## src/rtl/evt_irq_pkg.sv

```systemverilog
package evt_irq_pkg;
  localparam int FLG_BIT_SHIFT = 2;
  localparam int FLG_BIT_TMR2  = 5;
  localparam int FLG_BIT_TMR1  = 6;
  localparam int REG_FLAGS     = 13;
  localparam int REG_ENABLES   = 14;
  localparam int REG_SHIFT_DAT = 10;
  localparam int REG_TMR1_LO   = 4;
  localparam int REG_TMR2_LO   = 8;
endpackage

```

## src/rtl/evt_irq_decode.sv

```systemverilog
module evt_irq_decode
  import evt_irq_pkg::*;
#(
  parameter int ADDR_W  = 13,
  parameter int IDX_LSB = 9,
  parameter int IDX_W   = 4,
  parameter int FLG_W   = 7
) (
  input  logic              wr_i,
  input  logic              rd_i,
  input  logic [ADDR_W-1:0] addr_i,
  output logic              wr_flags_o,
  output logic              wr_enables_o,
  output logic              rd_flags_o,
  output logic              rd_enables_o,
  output logic [FLG_W-1:0]  rd_clr_o
);
  logic [IDX_W-1:0] idx;

  assign idx          = addr_i[IDX_LSB +: IDX_W];
  assign wr_flags_o   = wr_i && (idx == IDX_W'(REG_FLAGS));
  assign wr_enables_o = wr_i && (idx == IDX_W'(REG_ENABLES));
  assign rd_flags_o   = rd_i && (idx == IDX_W'(REG_FLAGS));
  assign rd_enables_o = rd_i && (idx == IDX_W'(REG_ENABLES));

  always_comb begin
    rd_clr_o = '0;
    rd_clr_o[FLG_BIT_SHIFT] = rd_i && (idx == IDX_W'(REG_SHIFT_DAT));
    rd_clr_o[FLG_BIT_TMR1]  = rd_i && (idx == IDX_W'(REG_TMR1_LO));
    rd_clr_o[FLG_BIT_TMR2]  = rd_i && (idx == IDX_W'(REG_TMR2_LO));
  end
endmodule

```

## src/rtl/evt_irq_flags.sv

```systemverilog
module evt_irq_flags #(
  parameter int FLG_W = 7
) (
  input  logic             clk,
  input  logic             rst,
  input  logic [FLG_W-1:0] set_i,
  input  logic [FLG_W-1:0] clr_i,
  output logic [FLG_W-1:0] flag_q_o,
  output logic [FLG_W-1:0] flag_d_o
);
  genvar g;
  generate
    for (g = 0; g < FLG_W; g++) begin : g_bit
      assign flag_d_o[g] = set_i[g] | (flag_q_o[g] & ~clr_i[g]);
      always_ff @(posedge clk) begin
        if (rst) flag_q_o[g] <= 1'b0;
        else     flag_q_o[g] <= flag_d_o[g];
      end
    end
  endgenerate
endmodule

```

## src/rtl/evt_irq_enables.sv

```systemverilog
module evt_irq_enables #(
  parameter int FLG_W = 7
) (
  input  logic             clk,
  input  logic             rst,
  input  logic             wr_i,
  input  logic             set_mode_i,
  input  logic [FLG_W-1:0] bits_i,
  output logic [FLG_W-1:0] en_q_o,
  output logic [FLG_W-1:0] en_d_o
);
  always_comb begin
    en_d_o = en_q_o;
    if (wr_i) begin
      if (set_mode_i) en_d_o = en_q_o | bits_i;
      else            en_d_o = en_q_o & ~bits_i;
    end
  end

  always_ff @(posedge clk) begin
    if (rst) en_q_o <= '0;
    else     en_q_o <= en_d_o;
  end
endmodule

```

## src/rtl/evt_irq_status.sv

```systemverilog
module evt_irq_status
  import evt_irq_pkg::*;
#(
  parameter int FLG_W = 7
) (
  input  logic             clk,
  input  logic             rst,
  input  logic             rd_i,
  input  logic             rd_flags_i,
  input  logic             rd_enables_i,
  input  logic [FLG_W-1:0] flag_q_i,
  input  logic [FLG_W-1:0] en_q_i,
  input  logic [FLG_W-1:0] flag_d_i,
  input  logic [FLG_W-1:0] en_d_i,
  output logic [FLG_W:0]   rd_data_o,
  output logic             irq_o
);
  localparam logic [FLG_W-1:0] LINE_MASK =
    (FLG_W'(1) << FLG_BIT_SHIFT) | (FLG_W'(1) << FLG_BIT_TMR1);

  logic [FLG_W:0] rd_mux;

  always_comb begin
    rd_mux = '0;
    if (rd_flags_i)   rd_mux = {|(flag_q_i & en_q_i), flag_q_i};
    if (rd_enables_i) rd_mux = {1'b1, en_q_i};
  end

  always_ff @(posedge clk) begin
    if (rst) begin
      rd_data_o <= '0;
      irq_o     <= 1'b0;
    end else begin
      if (rd_i) rd_data_o <= rd_mux;
      irq_o <= |(flag_d_i & en_d_i & LINE_MASK);
    end
  end
endmodule

```

## src/rtl/evt_irq_ctl.sv

```systemverilog
module evt_irq_ctl
  import evt_irq_pkg::*;
#(
  parameter int ADDR_W  = 13,
  parameter int IDX_LSB = 9,
  parameter int IDX_W   = 4,
  parameter int DATA_W  = 8
) (
  input  logic              clk,
  input  logic              rst,
  input  logic              wr_i,
  input  logic              rd_i,
  input  logic [ADDR_W-1:0] addr_i,
  input  logic [DATA_W-1:0] wdata_i,
  input  logic              ev_shift_i,
  input  logic              ev_tmr1_i,
  input  logic              ev_tmr2_i,
  output logic [DATA_W-1:0] rd_data_o,
  output logic              irq_o
);
  localparam int FLG_W = DATA_W - 1;

  logic             wr_flags, wr_enables, rd_flags, rd_enables;
  logic [FLG_W-1:0] rd_clr, ev_set, flag_clr;
  logic [FLG_W-1:0] flag_q, flag_d, en_q, en_d;

  evt_irq_decode #(.ADDR_W(ADDR_W), .IDX_LSB(IDX_LSB), .IDX_W(IDX_W), .FLG_W(FLG_W)) u_dec (
    .wr_i(wr_i), .rd_i(rd_i), .addr_i(addr_i),
    .wr_flags_o(wr_flags), .wr_enables_o(wr_enables),
    .rd_flags_o(rd_flags), .rd_enables_o(rd_enables), .rd_clr_o(rd_clr)
  );

  always_comb begin
    ev_set = '0;
    ev_set[FLG_BIT_SHIFT] = ev_shift_i;
    ev_set[FLG_BIT_TMR1]  = ev_tmr1_i;
    ev_set[FLG_BIT_TMR2]  = ev_tmr2_i;
  end

  assign flag_clr = rd_clr | (wr_flags ? wdata_i[FLG_W-1:0] : '0);

  evt_irq_flags #(.FLG_W(FLG_W)) u_flg (
    .clk(clk), .rst(rst), .set_i(ev_set), .clr_i(flag_clr),
    .flag_q_o(flag_q), .flag_d_o(flag_d)
  );

  evt_irq_enables #(.FLG_W(FLG_W)) u_en (
    .clk(clk), .rst(rst), .wr_i(wr_enables), .set_mode_i(wdata_i[DATA_W-1]),
    .bits_i(wdata_i[FLG_W-1:0]), .en_q_o(en_q), .en_d_o(en_d)
  );

  evt_irq_status #(.FLG_W(FLG_W)) u_st (
    .clk(clk), .rst(rst), .rd_i(rd_i), .rd_flags_i(rd_flags), .rd_enables_i(rd_enables),
    .flag_q_i(flag_q), .en_q_i(en_q), .flag_d_i(flag_d), .en_d_i(en_d),
    .rd_data_o(rd_data_o), .irq_o(irq_o)
  );
endmodule

```

## config.mk

```make
export PLATFORM = sky130hd
export DESIGN_NAME = evt_irq_ctl
export DESIGN_NICKNAME = d
export VERILOG_FILES = /design/src/rtl/evt_irq_pkg.sv /design/src/rtl/evt_irq_decode.sv /design/src/rtl/evt_irq_flags.sv /design/src/rtl/evt_irq_enables.sv /design/src/rtl/evt_irq_status.sv /design/src/rtl/evt_irq_ctl.sv
export SDC_FILE = /design/constraint.sdc
export NUM_CORES = 1
export LEC_CHECK = 0
export ABC_AREA = 1
export BUFFER_PORTS_ARGS = -buffer_cell sky130_fd_sc_hd__buf_2
export CAP_MARGIN = 5
export CORE_UTILIZATION = 54
export DETAILED_ROUTE_END_ITERATION = 10
export PLACE_DENSITY = 0.89
export SLEW_MARGIN = 10
export SYNTH_ARGS = -nofsm -noshare
export SYNTH_HDL_FRONTEND = slang
export SYNTH_HIERARCHICAL = 1
export SYNTH_SLANG_ARGS = --single-unit
export TNS_END_PERCENT = 5
```

## constraint.sdc

```tcl
create_clock -name clk -period 2.7 [get_ports clk]
set_clock_uncertainty 0.1 [all_clocks]
set_input_delay 0.27 -clock clk [delete_from_list [all_inputs] [get_ports clk]]
set_output_delay 0.27 -clock clk [all_outputs]
set_load 0.01 [all_outputs]
```

==> results of run 1 <==
## flip-flops by register name, indices dropped and copies added, names as in the netlist
| signal | count |
|---|---|
| u_st/rd_data_o | 8 |
| u_en/en_q_o | 7 |
| u_flg/flag_q_o | 7 |
| u_st/irq_o | 1 |
## metrics by stage
step           cells  setup slack, ns  hold slack, ns
2_1_floorplan    203             1.26           0.239
3_3_place_gp     254             1.24           0.370
3_5_place_dp     254             1.21           0.376
4_1_cts          258             1.48          0.0813
5_1_grt          258             1.36          0.0889
6_report         258             1.42          0.0825
## final timing paths
| path | start | endpoint | slack, ns | cells after the start |
|---|---|---|---|---|
| setup / recovery | addr_i[10] | u_st/irq_o | 1.42 | 12 |
| hold / removal | ev_tmr2_i | u_flg/flag_q_o[5] | 0.08 | 3 |
| hold reg to reg | u_flg/flag_q_o[4] | u_flg/flag_q_o[4] | 0.39 | 2 |
| setup reg to reg | u_flg/flag_q_o[3] | u_st/rd_data_o[7] | 1.74 | 6 |
## area by class of cell
class	count	area, um^2	share of cell area [%]
inverter	39	146	10.3
sequential	23	460	32.3
clock buffer	4	26.3	1.84
tap	27	33.8	2.37
timing repair buffer	30	158	11.0
multi-input combinational	135	603	42.2
## routing by layer
layer	vias up	routed length (um)
met5	-	0
met4	0	50
met3	6	181
met2	43	1330
met1	565	1230
li1	652	-
## power groups by stage
| stage | combinational [uW] | sequential [uW] | clock (uW) |
|---|---|---|---|
| after floorplan | 48.5 | 374 | 0 |
| final | 86.4 | 365 | 157 |
| after CTS | 85.5 | 365 | 162 |
| after detailed placement | 83.9 | 372 | 0 |
| after global placement | 81.5 | 372 | 0 |
| after global routing | 97.7 | 367 | 175 |
## worst max-delay path: cells and delay by family
family | cells | cell delay, ns
AO/OA/AOI/OAI | 1 | 0.06
AND/OR/NAND/NOR | 7 | 0.60
buffers and inverters | 4 | 0.45
==> impl_metrics.ini, run 1 <==
[placement]
dp_hpwl_um = 1960
placed_area_um2 = 1400
gp_congestion = 0.830
numPortBuffers = 27

[critical_path]
critPathMaxFanout = 7
cpMaxStageDelayCell = nor3_1
critPathMaxStageDelay_ns = 0.22
crit_required_ns = 2.80
arrival_ns = 1.38
endpoint_kind = register
crit_chain = buf_2, inv_1, nand2_1, nor3_1, buf_4, nand2_1, nand2_1, clkinv_1, nand2_2, nand2_1, nand2_1, a21oi_1
crit_type = in2reg
startpoint_type = primary input
cpMostUsedCell = nand2_1

[timing]
fmax_mhz = 781
finalMaxSlewViolations = 0
min_period_over_period_pct = 47.4
grt_setup_unrepaired = no
period_needed_ns = 1.28
fin_setup_tns_ns = 0
final-setup-viol-count = 0
final_hold_viol_count = 0

[cts]
clk_path_buf_depth = 2
cts_tree = yes
cts_setup_buffers = 0
clockRootBuffer = clkbuf_4
clk_pin_slew_worst_paths_ns = 0.12
htree_levels = 1
cts_resized = 0
hold_buffers = 0
cts_made_buffers = 3
cts_sinks = 23
clk_latency_ns = 0.30

[routing]
ant_nets = 0
drt_iter0_drc = 33
firstDrtPassIters = 4
wl_um = 2800
remaining_drc_errors = 0
vias = 1266
drt-wirelength-per-cell_um = 10.8
via_per_inst = 4.91

[power]
p_sw_share_pct = 26.8
finalPower_uw = 608
power_frac_comb_pct = 14.2
p_leak_uw = 0.000704
sequentialPowerShare_pct = 60.0
peakVddDrop_mv = 0.377
power_density_nw_per_um2 = 426
power.share.clock_pct = 25.8
internal-power_uw = 445
p_sw_uw = 163

[cells_and_area]
final_common_cell = nand2_1
fin_util_pct = 69.2
fillers = 196
fin_nets = 260
postLayoutCellArea_um2 = 1430
mostFrequentLayoutCells = 61 x nand2_1, 30 x inv_1, 27 x buf_2
drive_gt1_share_pct = 19.0
n_antenna_cell = 0
syn_to_final_growth_pct = 15.1

[global_routing]
first_global_vias = 1160
antenna_found_initial = 0
grt_max_degree = 17
use_met1_pct = 32.5
use_met3_pct = 6.79
grt.total_usage_pct = 25.8
busiest_layer = met2
met2_usage_pct = 42.8
grt_pass1_wl_um = 4830
overflow = 0

[die]
io_pins = 37
fp.dieH_um = 49.9
fp-row-count = 16
dieArea_um2 = 2490
coreArea_um2 = 2060
die_w_um = 49.9
initial_core_util_pct = 60.1

[synth]
netlist_instances = 197
syn_area_per_cell_um2 = 6.29
synth_area_um2 = 1240
yosys_warnings = 6

[worst_hold_path]
min_path_type = in2reg

[flow_run]
max-cap-violations = 0

[run_status]
status = complete, no violations
(Power assumes the default switching activity.)
==> run 2: changes to the inputs <==
--- a/config.mk
+++ b/config.mk
@@ -8,9 +8,9 @@
 export ABC_AREA = 1
 export BUFFER_PORTS_ARGS = -buffer_cell sky130_fd_sc_hd__buf_2
 export CAP_MARGIN = 5
-export CORE_UTILIZATION = 54
+export CORE_UTILIZATION = 51
 export DETAILED_ROUTE_END_ITERATION = 10
-export PLACE_DENSITY = 0.89
+export PLACE_DENSITY = 0.85
 export SLEW_MARGIN = 10
 export SYNTH_ARGS = -nofsm -noshare
 export SYNTH_HDL_FRONTEND = slang
==> constraint.sdc (replaced) <==
create_clock -name clk -period 1.3 [get_ports clk]
set_clock_uncertainty 0.1 [all_clocks]
set_input_delay 0.13 -clock clk [delete_from_list [all_inputs] [get_ports clk]]
set_output_delay 0.13 -clock clk [all_outputs]
set_load 0.01 [all_outputs]
==> impl_metrics.ini, run 2 (synthesis gave the netlist of run 1 again) <==
[critical_path]
startpoint_type = register
crit_type = reg2out
crit_required_ns = 1.07
path_delay_family = flip-flops
crit_chain = buf_2
startpoint = u_st/rd_data_o[0]
r2r_start = u_flg/flag_q_o[0]
cp_num_buf_inv = 1
cpMaxStageDelayCell = dfxtp_1
critPathMaxFanout = 2
arrival_ns = 0.82
endpoint_kind = output port
critPathMaxStageDelay_ns = 0.37

[cts]
htree_levels = 1
clockRootBuffer = clkbuf_4
cts_made_buffers = 3
cts_sinks = 23
cts_resized = 0
clk_pin_slew_worst_paths_ns = 0.13
clk_latency_ns = 0.31
clk_path_buf_depth = 2
cts_tree = yes

[power]
p_sw_uw = 343
power_frac_comb_pct = 15.4
internal-power_uw = 944
p_sw_share_pct = 26.6
sequentialPowerShare_pct = 58.9
peakVddDrop_mv = 0.958
power.share.clock_pct = 25.7
p_leak_uw = 0.000759
power_density_nw_per_um2 = 835

[timing]
final-setup-viol-count = 0
grt_setup_unrepaired = no
final_hold_viol_count = 0
fin_setup_tns_ns = 0
finalMaxSlewViolations = 0
period_needed_ns = 1.05
min_period_over_period_pct = 80.9
fmax_mhz = 951

[cells_and_area]
largest_reg_flops = 8
n_antenna_cell = 0
fillers = 220
syn_to_final_growth_pct = 24.3
layout.cells.non_filler = 270
largest_register = u_st/rd_data_o
mostFrequentLayoutCells = 61 x nand2_1, 30 x inv_1, 27 x buf_2
reg_top3 = u_st/rd_data_o x8, u_en/en_q_o x7, u_flg/flag_q_o x7
drive_gt1_share_pct = 21.1
final_common_cell = nand2_1
fin_nets = 271

[die]
fp-row-count = 17
io_pins = 37
fp.dieH_um = 51.3
dieArea_um2 = 2630
initial_core_util_pct = 55.0
die_w_um = 51.3
coreArea_um2 = 2250

[placement]
numPortBuffers = 27
dpl.cell_count = 261
dp_hpwl_um = 1950
gp_congestion = 0.818

[flow_run]
max-cap-violations = 0

[routing]
vias = 1232
drt-wirelength-per-cell_um = 9.74
via_per_inst = 4.56
drt_iter0_drc = 37
firstDrtPassIters = 4
ant_nets = 0
remaining_drc_errors = 0
wl_um = 2630

[global_routing]
first_global_vias = 1104
grt.total_usage_pct = 23.3
overflow = 0
antenna_found_initial = 0
grt_pass1_wl_um = 4520
grt_max_degree = 16

[run_status]
status = complete, no violations

[worst_hold_path]
min_path_type = in2reg
hp-start = wdata_i[1]
## run 2: worst paths after layout
| check | slack [ns] | to | depth (start not counted) |
|---|---|---|---|
| max reg2reg | 0.33 | u_st/rd_data_o[7] | 6 |
| max | 0.25 | rd_data_o[0] | 1 |
| min | 0.01 | u_en/en_q_o[1] | 4 |
| min reg2reg | 0.37 | u_st/rd_data_o[6] | 2 |
## run 2: layer usage
layer | share of wire, % | up-vias | GRT usage (%)
met5 | 0 | - | 0
met4 | 0.53 | 0 | 4.95
met3 | 4.3 | 2 | 5.36
met2 | 48 | 27 | 40.4
met1 | 47 | 530 | 29.2
li1 | - | 673 | -
## run 2: metrics by stage
step / worst slack [ns] / hold slack, ns / utilization (%) / cell area, um^2 / total power [uW]
5_1_grt: 0.197 / 0.0225 / 68.4 / 1540 / 1360
2_1_floorplan: 0.0341 / 0.0991 / - / 1270 / 877
3_5_place_dp: 0.0223 / 0.276 / 65.0 / 1470 / 959
4_1_cts: 0.258 / 0.000891 / 67.9 / 1530 / 1290
3_3_place_gp: 0.0275 / 0.273 / 65.0 / 1470 / 954
6_report: 0.248 / 0.0115 / 68.4 / 1540 / 1290
## run 2: layout make-up
class / instances / area, um^2 / share of cell area [%]
multi-input combinational: 135 / 608 / 39.4
timing repair buffer: 41 / 265 / 17.2
clock buffer: 4 / 26.3 / 1.70
sequential: 23 / 460 / 29.9
inverter: 39 / 146 / 9.50
tap: 28 / 35.0 / 2.27
## run 2: timing repair
action,in CTS,in global routing
hold buffers,4,1
setup buffers,0,0
hold endpoints to repair,4,1
## run 2: power groups by stage
stage / combinational [uW] / sequential, uW / clock (uW)
after floorplan: 102 / 776 / 0
after global placement: 181 / 773 / 0
after detailed placement: 185 / 774 / 0
after CTS: 195 / 758 / 337
after global routing: 225 / 763 / 370
final: 198 / 758 / 330
